## config.mk

```make
export PLATFORM = sky130hd
export DESIGN_NAME = busclk_seq
export DESIGN_NICKNAME = d
export VERILOG_FILES = /design/src/rtl/busclk_seq.sv
export SDC_FILE = /design/constraint.sdc
export NUM_CORES = 1
export LEC_CHECK = 0
export ABC_AREA = 1
export CAP_MARGIN = 20
export CORE_UTILIZATION = 30
export DETAILED_ROUTE_END_ITERATION = 16
export PLACE_DENSITY = 0.5
export RECOVER_POWER = 100
export SLEW_MARGIN = 20
export SYNTH_ARGS = -nofsm -noshare
export SYNTH_HDL_FRONTEND = slang
export SYNTH_SLANG_ARGS = --single-unit
```

## constraint.sdc

```tcl
create_clock -name osc_clk -period 1.7 [get_ports osc_clk]
set_input_delay 0.34 -clock osc_clk [delete_from_list [all_inputs] [get_ports osc_clk]]
set_output_delay 0.34 -clock osc_clk [all_outputs]
set_load 0.05 [all_outputs]
```

## src/rtl/busclk_seq.sv

```systemverilog
module busclk_seq #(
  parameter int CNT_W        = 12,
  parameter int POR_CYCLES   = 4096,
  parameter int LONG_CYCLES  = 4096,
  parameter int SHORT_CYCLES = 32
) (
  input  logic osc_clk,
  input  logic por_n,
  input  logic stop_req,
  input  logic wake_irq,
  input  logic wake_brk,
  input  logic wake_rst,
  input  logic short_dly,
  output logic bus_clk,
  output logic ph1,
  output logic ph2,
  output logic rst_out_n,
  output logic clk_active
);

  localparam logic [CNT_W-1:0] POR_LAST   = CNT_W'(POR_CYCLES - 1);
  localparam logic [CNT_W-1:0] LONG_LAST  = CNT_W'(LONG_CYCLES - 1);
  localparam logic [CNT_W-1:0] SHORT_LAST = CNT_W'(SHORT_CYCLES - 1);

  typedef enum logic [1:0] {S_POR, S_RUN, S_STOP, S_REC} st_t;

  st_t              st;
  logic [CNT_W-1:0] cnt;
  logic             short_q;
  logic             h0, h1;
  logic             run;
  logic [CNT_W-1:0] rec_last;

  assign run      = (st == S_RUN);
  assign rec_last = short_q ? SHORT_LAST : LONG_LAST;

  always_ff @(posedge osc_clk or negedge por_n) begin
    if (!por_n) begin
      st      <= S_POR;
      cnt     <= '0;
      short_q <= 1'b0;
    end else if (wake_rst) begin
      st  <= S_POR;
      cnt <= '0;
    end else begin
      case (st)
        S_POR:
          if (cnt == POR_LAST) begin
            st  <= S_RUN;
            cnt <= '0;
          end else begin
            cnt <= cnt + 1'b1;
          end
        S_RUN:
          if (stop_req) st <= S_STOP;
        S_STOP:
          if (wake_irq || wake_brk) begin
            st      <= S_REC;
            cnt     <= '0;
            short_q <= short_dly;
          end
        S_REC:
          if (cnt == rec_last) begin
            st  <= S_RUN;
            cnt <= '0;
          end else begin
            cnt <= cnt + 1'b1;
          end
        default: st <= S_POR;
      endcase
    end
  end

  always_ff @(posedge osc_clk or negedge por_n) begin
    if (!por_n) begin
      h0 <= 1'b0;
      h1 <= 1'b0;
    end else if (!run) begin
      h0 <= 1'b0;
      h1 <= 1'b0;
    end else begin
      h0 <= ~h0;
      h1 <= h1 ^ h0;
    end
  end

  assign bus_clk    = run & h1;
  assign ph1        = run & ~h0 & ~h1;
  assign ph2        = run & ~h0 & h1;
  assign rst_out_n  = (st != S_POR);
  assign clk_active = run;

endmodule


```

==> parameters.txt <==
Parameter                              Value

Clocking
  CTS tree    built
  Clock buffer count from CTS    3
  Post-CTS clock slew at the launch and capture registers of the worst setup and hold paths    0.07 ns
  Number of buffers between clock root and the deepest sink    2
  Clk_lat worst skew    0.26 ns
  Number of hold buffers added after CTS    0
  CTS sink cnt    17
  H-tree level count    1
  Clock root buffer master    sky130_fd_sc_hd__clkbuf_8

Route
  Avg Vias per Cell    4.752
  Iter 0 DRT Violations    42
  Number of iterations in the first detailed-routing pass    4
  Wire length per cell    11.89 microns
  DRC errors left    0
  Routed WL    2687 microns
  Via count    1074
  Count of nets left with antenna violations after detail routing    0

Setup path
  Highest cell delay on the worst timing path    0.43 ns
  Critical Path, Cell by Cell    buf_4 -> ha_4 -> nand2_1 -> inv_1 -> buf_12
  Terminus of the critical flop-to-flop path    cnt[5]
  Flop2flop setup slack    0.06 ns
  Launching point of the worst reg2reg path    st[1]
  Nature of the critical path endpoint    output pin
  Category of cells accounting for the largest share of critical-path delay    flip-flops
  Worst r2r path cells    8
  Worst path bufs/invs    3
  Critical-path maximum fanout    4
  Crit path max-delay cell type    sky130_fd_sc_hd__dfrtp_2
  Crit Path Class    flop to output pin
  Data arrival at the endpoint of the critical path    1.34 ns
  Setup crit start kind    flop
  Required time at the worst-slack endpoint    1.36 ns

Global route
  First-pass GRT wire length    4264 microns
  Number of antenna violations at the first check in global routing    0
  Global-route congestion overflow total    0
  All-layer global routing usage    13.43%
  Pin count of the biggest net entering global routing    18
  Vias in the first global route    993

Min path
  Hold Crit Endpoint    st[0]
  Launch instance of the worst min-delay path    st[0]
  Worst Hold Path Cells    2
  Class of the most critical hold timing path    flop to flop

Place
  Pre-CTS WS    0.003486 ns
  DP HPWL    1987 microns
  # port buffers    11
  Instance area after placement    1426 sq um
  Final estimated routing congestion in global placement    0.8643

Timing
  Final count of negative-setup-slack endpoints    0
  Transition time at the pin with the least slew margin    0.9832 ns
  Crit path setup slack, layout    0.01814 ns
  Largest clock skew in the final design    0.005483 ns
  Top achievable clock speed    594.6 MHz
  Unrepaired setup endpoints after global routing    true
  Final Max Tran Viols    0
  Worst-case headroom to the max-slew limit    34.45%
  Worst hold margin    0.5227 ns
  Post-route fraction of the period consumed by the critical path    98.93%
  Clock period minus final worst setup slack    1.682 ns
  Hold Violations, Final    0

Logic synthesis
  Warnings from Yosys    0
  Mapped cell area    1160 sq um
  Area share of the largest cell type after synthesis    36.68%
  Top post-synthesis cells by area    sky130_fd_sc_hd__dfrtp_1 37%, sky130_fd_sc_hd__nand2_1 10%, sky130_fd_sc_hd__inv_1 7.1%
  Number of different library cells in the post-synthesis netlist    28
  Share of synthesized area occupied by flip-flops and latches    36.68%
  Average cell area after synthesis    7.532 sq um
  Synthesis-stage register bit count    17
  Synthesized net count    166
  Number of instances in the synthesized netlist    154
  Area leader, netlist    sky130_fd_sc_hd__dfrtp_1

Floorplanning
  Initial Utilization    31.45%
  Top-Level Pins    12
  Width of the chip    64.18 microns
  Die height    64.18 microns
  Full die area    4119 sq um
  Core Box Area    3689 sq um
  Total number of placement rows    22

Final layout
  NumNets Final    191
  Synth-to-layout area growth    32.90%
  Fraction of layout cells with a size suffix above 1    28.09%
  Diode insertion count for antenna repair    0
  Final Cell Area    1541 sq um

Power
  P_leak    0.0006993 uW
  Power density over the cells    1232 nW/um^2
  Power consumption    1899 uW
  VDD IR max    788.3 uV

Status
  Status    complete, no violations

Flow run
  Max-cap violations    0
## worst reg2reg max path: stages, from the launching register on
cell	delay, ns
sky130_fd_sc_hd__dfrtp_1	0.42
sky130_fd_sc_hd__inv_2	0.10
sky130_fd_sc_hd__ha_2	0.21
sky130_fd_sc_hd__clkinvlp_4	0.12
sky130_fd_sc_hd__nand3_2	0.13
sky130_fd_sc_hd__nand2_2	0.11
sky130_fd_sc_hd__buf_4	0.16
sky130_fd_sc_hd__a21oi_4	0.20
sky130_fd_sc_hd__nor2_1	0.08
## registers in the layout (all words and copies together), names as in the netlist
signal / cells
st: 2
short_q: 1
h0: 1
cnt: 12
h1: 1
## stage by stage
stage	instances	utilization (%)	TNS (ns)
after detailed placement	216	38.67	0
after global placement	216	38.67	0
after CTS	222	40.67	-0.005824
final	226	41.79	0
after floorplan	154	-	-0.09896
after global routing	226	41.79	-0.2589
## cell type report
class                           instances  area (sq um)
Timing Repair Buffer                   20         224.0
Clock buffer                            3         41.29
Clock inverter                          1         7.507
Fill cell                             380          2147
Tap cell                               48         60.06
Inverter                               24         98.84
Multi-Input combinational cell        113         683.2
Sequential cell                        17         426.7
## cell usage after synthesis, drive strengths merged
| library cell | count |
|---|---|
| buf | 1 |
| o31ai | 1 |
| xnor2 | 1 |
| xor2 | 3 |
| nand3 | 10 |
| nor4 | 1 |
| ha | 5 |
| nor3 | 6 |
| nand2 | 37 |
| inv | 24 |
| nor2 | 24 |
| dfrtp | 17 |
| a21oi | 6 |
| a31oi | 1 |
| or2 | 1 |
| o21ai | 10 |
| nand4 | 6 |
## worst max path at each step
| stage | to | slack (ns) | depth (start not counted) | startpoint |
|---|---|---|---|---|
| 6_report | bus_clk | 0.02 | 5 | st[0] |
| 5_1_grt | cnt[8] | -0.06 | 9 | st[0] |
| 4_1_cts | ph1 | -0.006 | 5 | st[1] |
| 3_5_place_dp | cnt[8] | 0.003 | 8 | wake_brk |
| 3_3_place_gp | cnt[8] | 0.03 | 8 | wake_brk |
| 2_1_floorplan | ph1 | -0.05 | 4 | st[1] |
## report_power, final
group | internal [uW] | switching, uW
registers | 477 | 82.5
clock network | 165 | 151
logic | 454 | 570
total | 1100 | 803
## timing repair
item                       CTS  global route
setup endpoints to repair    3            14
gates resized for setup      2             7
hold endpoints to repair     0             0
cloned                       0             1
setup buffers                2             3
pin swaps                    1             5
## cells by family (layout without fill, tap and decap cells)
kind of cell	Yosys count	in the layout	share of synthesized area, %
and+or+nand+nor	85	86	36.89
AOI/OAI and AO/OA	18	18	9.062
DFF	17	17	36.68
xor gates and xnor gates	4	4	3.021
buffers and inverters	25	48	8.954
adders and majority gates	5	5	5.394
## layout by cell type (no fill, tap or decap), drive strengths merged
cell / instances
dlygate4sd3: 1
or2: 1
nand3: 10
xnor2: 1
a21oi: 6
o31ai: 1
dfrtp: 17
nor3: 6
a31oi: 1
ha: 5
clkinvlp: 2
nand4: 6
xor2: 3
clkbuf: 4
nor2: 24
nand2: 38
buf: 13
clkdlybuf4s50: 5
o21ai: 10
nor4: 1
inv: 23
## metal layers
metal | part of all wire (%) | vias up | GRT usage (%)
li1 | - | 547 | -
met1 | 49 | 497 | 17.40
met2 | 46 | 25 | 22.07
met3 | 4.2 | 5 | 2.500
met4 | 1.4 | 0 | 5.000
met5 | 0 | - | 0
(Power assumes the default switching activity.)
